File: src/rtl/bitrev_reorder.sv
module bitrev_reorder #(
  parameter int LOG2N = 4,
  parameter int W     = 16
) (
  input  logic         clk,
  input  logic         rst,
  input  logic [W-1:0] in_data,
  input  logic         in_valid,
  output logic [W-1:0] out_data,
  output logic         out_valid,
  output logic         out_first,
  output logic         out_last
);
  localparam int N = 1 << LOG2N;
  localparam logic [LOG2N-1:0] LAST_IDX = LOG2N'(N - 1);

  logic [W-1:0]     mem [2][N];
  logic [LOG2N-1:0] wr_idx, rd_idx;
  logic             wr_bank, rd_bank, rd_active;
  logic [1:0]       full;

  function automatic logic [LOG2N-1:0] rev(input logic [LOG2N-1:0] a);
    for (int b = 0; b < LOG2N; b++) rev[b] = a[LOG2N-1-b];
  endfunction

  wire wr_done = in_valid && (wr_idx == LAST_IDX);
  wire rd_done = rd_active && (rd_idx == LAST_IDX);

  always_ff @(posedge clk) begin
    if (in_valid) mem[wr_bank][wr_idx] <= in_data;
  end

  always_ff @(posedge clk) begin
    if (rst) begin
      wr_idx  <= '0;
      wr_bank <= 1'b0;
    end else if (in_valid) begin
      wr_idx <= wr_idx + 1'b1;
      if (wr_done) wr_bank <= ~wr_bank;
    end
  end

  always_ff @(posedge clk) begin
    if (rst) begin
      full <= 2'b00;
    end else begin
      for (int k = 0; k < 2; k++) begin
        if (wr_done && wr_bank == k[0]) full[k] <= 1'b1;
        else if (rd_done && rd_bank == k[0]) full[k] <= 1'b0;
      end
    end
  end

  always_ff @(posedge clk) begin
    if (rst) begin
      rd_active <= 1'b0;
      rd_idx    <= '0;
      rd_bank   <= 1'b0;
    end else if (rd_active) begin
      rd_idx <= rd_idx + 1'b1;
      if (rd_done) begin
        rd_bank   <= ~rd_bank;
        rd_active <= full[~rd_bank];
      end
    end else if (full[rd_bank]) begin
      rd_active <= 1'b1;
      rd_idx    <= '0;
    end
  end

  always_ff @(posedge clk) begin
    if (rd_active) out_data <= mem[rd_bank][rev(rd_idx)];
  end

  always_ff @(posedge clk) begin
    if (rst) begin
      out_valid <= 1'b0;
      out_first <= 1'b0;
      out_last  <= 1'b0;
    end else begin
      out_valid <= rd_active;
      out_first <= rd_active && (rd_idx == '0);
      out_last  <= rd_done;
    end
  end


  first_has_valid_chk: assert property (@(posedge clk) disable iff (rst) out_first |-> out_valid);

  last_has_valid_chk: assert property (@(posedge clk) disable iff (rst) out_last |-> out_valid);

  run_unbroken_chk: assert property (@(posedge clk) disable iff (rst) (out_valid && !out_last) |=> out_valid);

  first_once_chk: assert property (@(posedge clk) disable iff (rst) (out_valid && !out_last) |=> !out_first);

  reset_flush_chk: assert property (@(posedge clk) rst |=> !out_valid);
endmodule

File: config.mk
export PLATFORM = sky130hd
export DESIGN_NAME = bitrev_reorder
export DESIGN_NICKNAME = d
export VERILOG_FILES = /design/src/rtl/bitrev_reorder.sv
export SDC_FILE = /design/constraint.sdc
export NUM_CORES = 1
export LEC_CHECK = 0
export CORE_MARGIN = 3
export CORE_UTILIZATION = 40
export CTS_CLUSTER_DIAMETER = 40
export DETAILED_ROUTE_END_ITERATION = 10
export PLACE_DENSITY = 0.68
export SKIP_CTS_REPAIR_TIMING = 1
export SYNTH_ARGS = -nofsm -noshare
export SYNTH_HDL_FRONTEND = slang
export SYNTH_SLANG_ARGS = --single-unit
File: constraint.sdc
create_clock -name clk -period 2.2 [get_ports clk]
set_input_delay 0.33 -clock clk [delete_from_list [all_inputs] [get_ports clk]]
set_output_delay 0.33 -clock clk [all_outputs]
set_load 0.02 [all_outputs]
Yosys cells after proc, flatten, opt, wreduce, memory -nomap -nowiden
Memory sizes are Yosys's and may differ from the RTL's. A register that Yosys moved wholly into a read port is not among the register bits.
Index checks and enable logic that the tools add are counted.

operators by class
  magnitude comparators = 5
  add/sub/neg operators = 2
  reduce and logical (&&, ||, !) cells = 14
  bitwise gates (word level) = 4
  multiplexer cells = 22
  eq/ne operators = 2

operator list
  kind                                                                          number
  256-bit 2-to-1 mux                                                            1
  16-bit binary-select mux with 4-bit select                                    1
  16-bit demux with 4-bit select                                                1
  16-bit 2-to-1 mux                                                             3
  1-bit 2-to-1 mux                                                              14
  5-bit >= comparator, second input constant                                    2
  4-bit NOT with 5-bit output                                                   2
  4-bit by 1-bit adder with 4-bit output, second input constant                 2
  4-bit == test, second input constant                                          2
  1-bit logical AND                                                             8
  4-bit 2-to-1 mux                                                              2
  2-bit nonzero test                                                            3
  5-bit by 1-bit less-than comparator with 1-bit output, second input constant  1
  4-bit logical NOT                                                             1
  1-bit by 2-bit less-than comparator with 1-bit output, second input constant  2
  2-bit AND reduction                                                           2
  1-bit NOT                                                                     2

word-level totals
  logic and storage cells = 61
  RAM bits = 512
  input bits = 19
  register bits = 32
  memories = 1

memories
  memory  words  width  read ports  clocked after Yosys merged registers in  write ports  RTL line  text
  mem     2      256    1           1                                        1            17        logic [W-1:0] mem [2][N];

Depth between registers and ports, before layout
Gate-level depths: netlist (run 1).

  depth in word-level cells = 6
  depth in mapped cells = 6

Least setup slack after synthesis (run 1)
Ideal clock, no wire load.

  path kind = register to register
  from = register rd_idx[2]
  to = register out_data[11] (data pin)
  stages on the path, launching flop included = 7
  slack = -163 ps
  required time = 1940 ps
  buffers on the path = 3
  data arrival time = 2103 ps
  library setup time = 260 ps
  clock period less this slack = 2363 ps
  path through = dfxtp_1 > clkbuf_1 > buf_2 > buf_1 > mux4_2 > mux4_2 > mux2_2

on the way
  cells in the longest elaborated chain, start to end = 4

RTL lines
  element                                               RTL line  text
  start, declared                                       18        logic [LOG2N-1:0] wr_idx, rd_idx;
  start signal, assigned                                60        rd_idx <= rd_idx + 1'b1;
  4-bit NOT with 5-bit output (implied by the code)     72        if (rd_active) out_data <= mem[rd_bank][rev(rd_idx)];
  16-bit binary-select mux with 4-bit select            72
  16-bit 2-to-1 mux (implied by the code) (2 in a row)  72
  end signal, assigned                                  72
  end, declared                                         9         output logic [W-1:0] out_data,

No other way between the ends. The select of a mux whose other input is x is not followed.
A chain may end at the register's enable or synchronous reset.

==> metrics, run 1 <==
CP arrival 2.65 ns; clk sink count 545; DRT met1 WL 18800 µm; core area 50700 µm²; max-capacitance violation count 0; initial core utilization 40.9%; CTS buffer count 66; Final Max Slew Viols 0; routability cong. 0.753; post-route clock period utilization 106%; most frequent cells in the layout 528 x edfxtp_1, 160 x mux4_2, 71 x clkbuf_16, 50 x buf_12, 38 x buf_4; vias in the first global route 9898; CTS tree built; area of the die 54500 µm²; CP Class reg2reg; failing checks negative setup slack; Root Buffer clkbuf_16; status finished with violations; CP top delay family multiplexers; Overall Power 22.4 mW; LEAKAGE 7.92 nW; Hold Crit Class reg2reg; Synth area leaders edfxtp_1 77%, mux4_2 17%, dfxtp_1 1.6%; share of layout cells above drive strength 1 38.4%; Setup crit end out_data[5]; routed wire length 46100 µm; top cell type by total area after synthesis edfxtp_1; Worst-path clk slew 0.06 ns; highest metal used met4; # port buffers 37; crit start category register; Crit-path slowest cell mux4_2; clk_skew 0.0294 ns; chip width 234 µm; vias 9669; I/O pin total 38; GR Overflow Total 0; Pre-Repair DR Iteration Count 5; top-area cell type share of the netlist area 76.6%; CP max FO 11; CP Data Required Time 2.52 ns; Period minus WS final 2.33 ns; Final setup viols 16; Non-Filler Instances 1742; met2 wire len 22200 µm; Avg Vias per Cell 5.55; Setup TNS -1.44 ns; Peak VDD IR 0.539 mV; CP peak stage delay 0.53 ns; setup ws final -0.126 ns; register-to-register setup slack -0.13 ns; Syn Inst Count 866; CP endpoint kind register; Final Util 50.3%; Finished Cell Area 25500 µm²; Stages on worst setup path 5; worst slew pin tran 0.658 ns; RSZ-0062 raised after global routing true; routed wl met3 4110 µm; Setup WS pre-CTS -0.155 ns; Routed Antenna Nets 0; Worst-Skew Late Latency 0.59 ns; commonest non-fill, non-tap cell in the layout edfxtp_1; Max clock buf depth 3; wire length per cell 26.5 µm; HPWL after detailed placement 26200 µm; register area share after synthesis 78.2%; Layout Nets 1049; worst path cell trace buf_12 > buf_16 > mux4_2 > mux4_2 > mux2_4; Rows 82; P&R area growth vs syn 23.0%; initial drt markers 1150; Critical Path Most Common Cell mux4_2; first-pass GRT wire length 67300 µm; Mapped Area 20700 µm²; pwr/cell area 881 nW/µm²; Synth cell types 28; CTS H-tree depth 3; final-report hold violation count 0; Mean Syn Cell Area 23.9 µm²; DRC violations left 0; dpl cell area 23100 µm²; largest net degree at the start of global routing 35; Placed Cells incl. Taps 1618; Worst slew margin 56.1%; buffer and inverter count on the worst path 2; Ys Warns 0; Die H 234 µm; diode count 0; initial antenna violation count 0; hold_ws 0.500 ns; Max Clock Freq 430 MHz; Post-Syn Nets 891; Worst Reg-to-Reg Cells 5; worst flop-to-flop path endpoint out_data[5]; gr usage total 17.4%; FF+latch count, synth 545
==> logic make-up (layout without fill, tap and decap cells) <==
family	count (synthesis)	after routing	share of synthesized area, %
compound gates	15	15	0.453
xor+xnor	3	3	0.127
fa+ha+maj	6	6	0.362
buf+inv	51	255	1.05
flops	545	545	78.2
mux	178	178	18.4
simple gates	68	68	1.44
==> state kept, by name (all words and copies together), names as in the netlist, named ones only <==
| name | flops |
|---|---|
| full | 2 |
| out_data | 16 |
| out_first | 1 |
| wr_idx | 4 |
| out_valid | 1 |
| rd_idx | 4 |
| rd_active | 1 |
| wr_bank | 1 |
| mem | 512 |
| rd_bank | 1 |
| out_last | 1 |
==> where the power goes <==
part           leakage, nW  internal [mW]  total (mW)  switching (mW)
logic                 1.96          0.159       0.416           0.256
registers             4.90           11.4        11.5          0.0173
clock network         1.06           6.29        10.6            4.27
==> final cells by class <==
class                           instances  area [µm²]
Clock buffer                           74        1740
Clock inverter                         40         415
Fill cell                            3918       25200
Inverter                                8        30.0
Multi-Input combinational cell        270        4400
Sequential cell                       545       16200
Tap cell                              672         841
Timing Repair Buffer                  133        1840
==> cell usage after synthesis <==
cell,n
a311oi_1,2
mux4_2,160
ha_1,6
nand3_1,5
clkbuf_1,18
nand4_1,3
nand3b_1,2
mux2_2,16
xnor2_1,2
nor2b_1,2
a41oi_1,1
xor2_1,1
or2_2,2
o21ai_0,2
o221ai_1,2
inv_2,2
nor2_1,37
nand2b_1,4
and3_1,1
buf_4,3
buf_2,12
nand2_1,12
a21oi_1,8
buf_1,10
edfxtp_1,528
dfxtp_1,17
mux2i_1,2
inv_1,6
==> worst register-to-register path, stage by stage (launching register included) <==
cell	delay, ns
dfxtp_4	0.39
buf_12	0.18
buf_16	0.16
mux4_2	0.51
mux4_2	0.53
mux2_4	0.29
==> layer usage <==
metal  up-vias  global-route usage [%]
li1       4012                       -
met4         0                    5.09
met5         -                       0
met3        79                    3.90
met2       461                    27.0
met1      5117                    24.7
==> how the worst min path moves through the flow <==
| stage | startpoint | to | slack [ns] | cells past startpoint |
|---|---|---|---|---|
| CTS | wr_bank | wr_bank | 0.50 | 2 |
| global route | rst | out_valid | 0.54 | 3 |
| floorplan | rst | full[0] | 0.40 | 1 |
| detailed placement | wr_bank | wr_bank | 0.50 | 2 |
| global placement | wr_bank | wr_bank | 0.49 | 2 |
| finish | wr_bank | wr_bank | 0.50 | 2 |
Note: power is estimated with default switching activity, not from simulation.
==> inputs of run 2 (changes only) <==
- CAP_MARGIN: not set -> 40
- MAX_ROUTING_LAYER: not set -> met4
- PLACE_DENSITY: 0.68 -> 0.66
- clock period: 2.2 -> 2.85 ns (I/O delays scaled with it)
==> run 2 against run 1 <==
- the flow now finishes without violations
- setup slack improved by 0.54 ns
- routed wire length fell by 0.99%
- via count decreased by 1.5%
- global-route usage up 0.37 points
- clock power down 30%
- combinational power shrank 28%
- core utilization decreased by 2.2 points
- largest cell class unchanged
- first-iteration DRC count about the same
==> metrics, run 2 (synthesized netlist as in run 1, its figures left out) <==
Placed Cells incl. Taps 1600 (-1.1%); first-pass GRT wire length 67200 µm (-0.25%); worst flop-to-flop path endpoint out_data[1]; Routed Antenna Nets 0 (unchanged); DRT met1 WL 20300 µm (+7.7%); Finished Cell Area 24400 µm² (-4.4%); setup ws final 0.414 ns (+0.540 ns); Non-Filler Instances 1706 (-2.1%); CP endpoint kind register; wire length per cell 26.8 µm (+1.1%); dpl cell area 22400 µm² (-3.0%); Worst Reg-to-Reg Cells 4 (-1); Setup TNS 0 ns (+1.44 ns); Layout Nets 1015 (-3.2%); CP Class reg2reg; worst slew pin tran 0.585 ns (-0.0728 ns); vias 9526 (-1.5%); Biggest register mem; routed wire length 45700 µm (-0.99%); Worst-path clk slew 0.06 ns (about the same); Max Clock Freq 411 MHz (-4.5%); clk_skew 0.0162 ns (-0.0132 ns); CTS buffer count 60 (-9.1%); Period minus WS final 2.44 ns (+0.110 ns); most frequent cells in the layout 528 x edfxtp_1, 160 x mux4_2, 61 x clkbuf_16, 59 x buf_4, 37 x clkdlybuf4s50_1; clk sink count 545 (unchanged); diode count 0 (unchanged); # port buffers 37 (unchanged); Rows 82 (unchanged); pwr/cell area 681 nW/µm² (-23%); Pre-Repair DR Iteration Count 5 (unchanged); final-report hold violation count 0 (unchanged); commonest non-fill, non-tap cell in the layout edfxtp_1; chip width 234 µm (unchanged); Setup WS pre-CTS 0.417 ns (+0.572 ns); Max clock buf depth 3 (unchanged); I/O pin total 38 (unchanged); routability cong. 0.761 (+1.0%); CP Data Required Time 3.20 ns (+0.68 ns); Regs by FF count mem: 512 flops, out_data: 16 flops; HPWL after detailed placement 25000 µm (-4.6%); CP max FO 46 (+35); RSZ-0062 raised after global routing false; vias in the first global route 9730 (-1.7%); highest metal used met4; gr usage total 17.7% (+0.37 points); Avg Vias per Cell 5.58 (+0.60%); core area 50700 µm² (unchanged); Overall Power 16.6 mW (-26%); Largest register FFs 512 (unchanged); Hold Crit Class reg2reg; max-capacitance violation count 0 (unchanged); Worst-Skew Late Latency 0.61 ns (+0.02 ns); hold_ws 0.501 ns (+0.00176 ns); initial antenna violation count 1 (+1); initial drt markers 1151 (+0.087%); Setup crit end out_data[1]; DRC violations left 0 (unchanged); Final Util 48.0% (-2.2 points); Final setup viols 0 (-16); GR Overflow Total 0 (unchanged); share of layout cells above drive strength 1 35.3% (-3.1 points); crit start category register; LEAKAGE 7.46 nW (-5.8%); Root Buffer clkbuf_16; Peak VDD IR 0.467 mV (-13%); Die H 234 µm (unchanged); largest net degree at the start of global routing 47 (+34%); P&R area growth vs syn 17.6%; initial core utilization 40.9% (unchanged); status completed; CTS H-tree depth 2 (-1); Worst slew margin 60.9% (+4.9 points); CTS tree built; Final Max Slew Viols 0 (unchanged); area of the die 54500 µm² (unchanged); post-route clock period utilization 85.5% (-20 points); CP arrival 2.79 ns (+0.14 ns); register-to-register setup slack 0.41 ns (+0.54 ns); met2 wire len 21400 µm (-3.4%); routed wl met3 3210 µm (-22%)
-- run 2: cell count changes in the layout (fill, tap and decap cells not counted), moves of 3 or more --
| cell | previous run | this run |
|---|---|---|
| mux2_4 | 6 | 0 |
| buf_12 | 50 | 9 |
| inv_6 | 11 | 6 |
| clkbuf_16 | 71 | 61 |
| buf_4 | 38 | 59 |
| clkbuf_1 | 4 | 12 |
| mux2_2 | 10 | 16 |
| clkinv_8 | 4 | 0 |
| buf_16 | 3 | 0 |
-- run 2: layout make-up --
cell class | count | area, µm²
clock buffers | 77 | 1630
multi-input cells | 270 | 4370
flip-flops and latches | 545 | 16200
fillers | 4078 | 26300
inverters | 8 | 30.0
well taps | 672 | 841
clock inverters | 29 | 288
repair buffers | 105 | 993
-- run 2: where the power goes --
part / internal (mW) / switching [mW] / leakage (nW)
Clock: 4.39 / 3.05 / 0.935
Sequential: 8.83 / 0.0129 / 4.90
Combinational: 0.109 / 0.191 / 1.63
-- run 2: how the worst min path moves through the flow --
stage               startpoint      end  slack (ns)  cells after the start
floorplan              wr_bank  wr_bank        0.47                      2
global placement       wr_bank  wr_bank        0.49                      2
detailed placement     wr_bank  wr_bank        0.50                      2
CTS                    wr_bank  wr_bank        0.50                      2
global route           wr_bank  wr_bank        0.53                      2
finish                 wr_bank  wr_bank        0.50                      2
-- run 2: layer usage --
layer,vias up,global-route usage [%]
met5,-,-
li1,3938,-
met4,0,3.96
met1,5161,25.9
met2,364,26.2
met3,63,3.35
-- run 2: worst max-delay path, stage by stage (launching register included) --
cell	delay [ns]
dfxtp_4	0.40
buf_12	0.35
mux4_2	0.58
mux4_2	0.53
mux2_2	0.28
==> inputs of run 3 (changes only) <==
- ABC_CLOCK_PERIOD_IN_PS: not set -> 2850
- CORE_MARGIN: 3 -> not set
==> run 3 against run 2 <==
- global-route usage down 0.071 points
- non-clock buffer count down 7
- worst hold slack better by 0.020 ns
- routed wire length down 3.6%
- clock skew about the same
- sequential share of layout area up 0.20 points
- setup slack better by 0.013 ns
- count of clock-buffer cells in the layout unchanged
- first-iteration DRC count down 3.9%
- largest power group unchanged
- highest routed layer unchanged
==> metrics, run 3 (synthesized netlist as in run 1, its figures left out) <==
CP Class reg2reg; CP max FO 9 (-80%); CTS H-tree depth 2 (unchanged); Hold Crit Class reg2reg; area of the die 52700 µm² (-3.4%); initial core utilization 40.5% (-0.41 points); commonest non-fill, non-tap cell in the layout edfxtp_1; met2 Use GR 26.6% (+0.41 points); Largest register FFs 512 (unchanged); routability cong. 0.788 (+3.6%); Regs by FF count mem: 512 flops, out_data: 16 flops; GRT met1 Usage 25.4% (-0.53 points); GR Overflow Total 0 (unchanged); clk sink count 545 (unchanged); pwr/cell area 675 nW/µm² (-0.98%); Final Util 47.4% (-0.62 points); Final Max Slew Viols 0 (unchanged); final-report hold violation count 0 (unchanged); Max clock buf depth 3 (unchanged); Overall Power 16.4 mW (-1.3%); Avg Vias per Cell 5.49 (-1.6%); max-capacitance violation count 0 (unchanged); Logic pwr share 1.8% (about the same); CP Data Required Time 3.18 ns (-0.02 ns); CTS tree built; met3 Use GR 2.61% (-0.74 points); Routed Antenna Nets 0 (unchanged); share of layout cells above drive strength 1 35.2% (-0.057 points); # port buffers 37 (unchanged); Rows 83 (+1.2%); first-pass GRT wire length 65500 µm (-2.4%); vias in the first global route 9780 (+0.51%); Final setup viols 0 (unchanged); chip width 230 µm (-1.7%); Seq pwr share 54.0% (+0.7 points); Peak VDD IR 0.523 mV (+12%); Int Pwr 13.1 mW (-1.8%); core area 51200 µm² (+1.0%); Biggest register mem; largest net degree at the start of global routing 70 (+49%); P_sw 3.29 mW (+1.1%); I/O pin total 38 (unchanged); CTS buffer count 58 (-3.3%); Worst-Skew Late Latency 0.60 ns (about the same); DRC violations left 0 (unchanged); worst slew pin tran 0.630 ns (+0.0448 ns); status completed; routed wire length 44100 µm (-3.6%); CP endpoint kind register; P&R area growth vs syn 17.2%; vias 9401 (-1.3%); RSZ-0062 raised after global routing false; Root Buffer clkbuf_16; gr usage total 17.6% (-0.071 points); Worst slew margin 57.9% (-3.0 points); HPWL after detailed placement 24800 µm (-0.73%); Setup TNS 0 ns (unchanged); Pre-Repair DR Iteration Count 5 (unchanged); Layout Nets 1006 (-0.89%); wire length per cell 25.7 µm (-3.9%); Period minus WS final 2.42 ns (-0.0133 ns); Die H 230 µm (-1.7%); most frequent cells in the layout 528 x edfxtp_1, 160 x mux4_2, 58 x clkbuf_16, 51 x buf_4, 37 x clkdlybuf4s50_1; CP arrival 2.75 ns (-0.04 ns); Max Clock Freq 413 MHz (+0.55%); initial drt markers 1106 (-3.9%); LEAKAGE 7.37 nW (-1.1%); switching part of the total 20.1% (+0.46 points); GR peak layer met2; crit start category register; post-route clock period utilization 85.0% (-0.47 points); Worst-path clk slew 0.06 ns (about the same); clock power share 44.2% (-0.7 points); clk_skew 0.0164 ns (+0.000245 ns); initial antenna violation count 1 (unchanged)
run 3: cell types whose count changed in the layout (fill, tap and decap cells not counted), sizes merged:
cell      before  now
diode          0    1
bufinv         4    3
clkinvlp       1    8
inv           16   13
buf           68   61
run 3: final timing paths:
kind,startpoint,endpoint,slack (ns),depth (start not counted)
max,register,out_data[3],0.43,5
min,wr_bank,wr_bank,0.52,2
max reg2reg,register,out_data[3],0.43,5
min reg2reg,wr_bank,wr_bank,0.52,2
run 3: metrics by stage:
stage               worst slack, ns  instance area (µm²)  hold WS (ns)  instances
global route                  0.325                24300         0.547       1711
floorplan                     0.487                20700         0.471        866
global placement              0.418                22400         0.496       1601
finish                        0.428                24300         0.522       1711
detailed placement            0.373                22400         0.514       1601
CTS                           0.394                24300         0.522       1710
run 3: layout make-up:
cell class              instances  area, µm²
flip-flops and latches        545      16200
inverters                       8       30.0
fillers                      4107      26900
multi-input cells             270       4370
clock buffers                  77       1550
repair buffers                 98        953
diodes                          1       2.50
well taps                     680        851
clock inverters                32        312
run 3: worst max-delay path, cell delays in order (launching register included):
cell     delay, ns
dfxtp_4       0.39
buf_12        0.16
buf_4         0.24
mux4_2        0.55
mux4_2        0.53
mux2_2        0.29
run 3: power by group through the flow:
stage          sequential [mW]  clock [mW]  combinational (mW)
2_1_floorplan             9.01           0               0.102
3_3_place_gp              9.01           0               0.291
3_5_place_dp              9.01           0               0.303
4_1_cts                   8.84        7.36               0.304
5_1_grt                   8.84        7.67               0.326
6_report                  8.84        7.23               0.299
run 3: per-layer routing:
metal  routed length, µm  up-vias
li1                    -     3931
met1               19400     5065
met2               21000      350
met3                2910       55
met4                 737        0
met5                   0        -
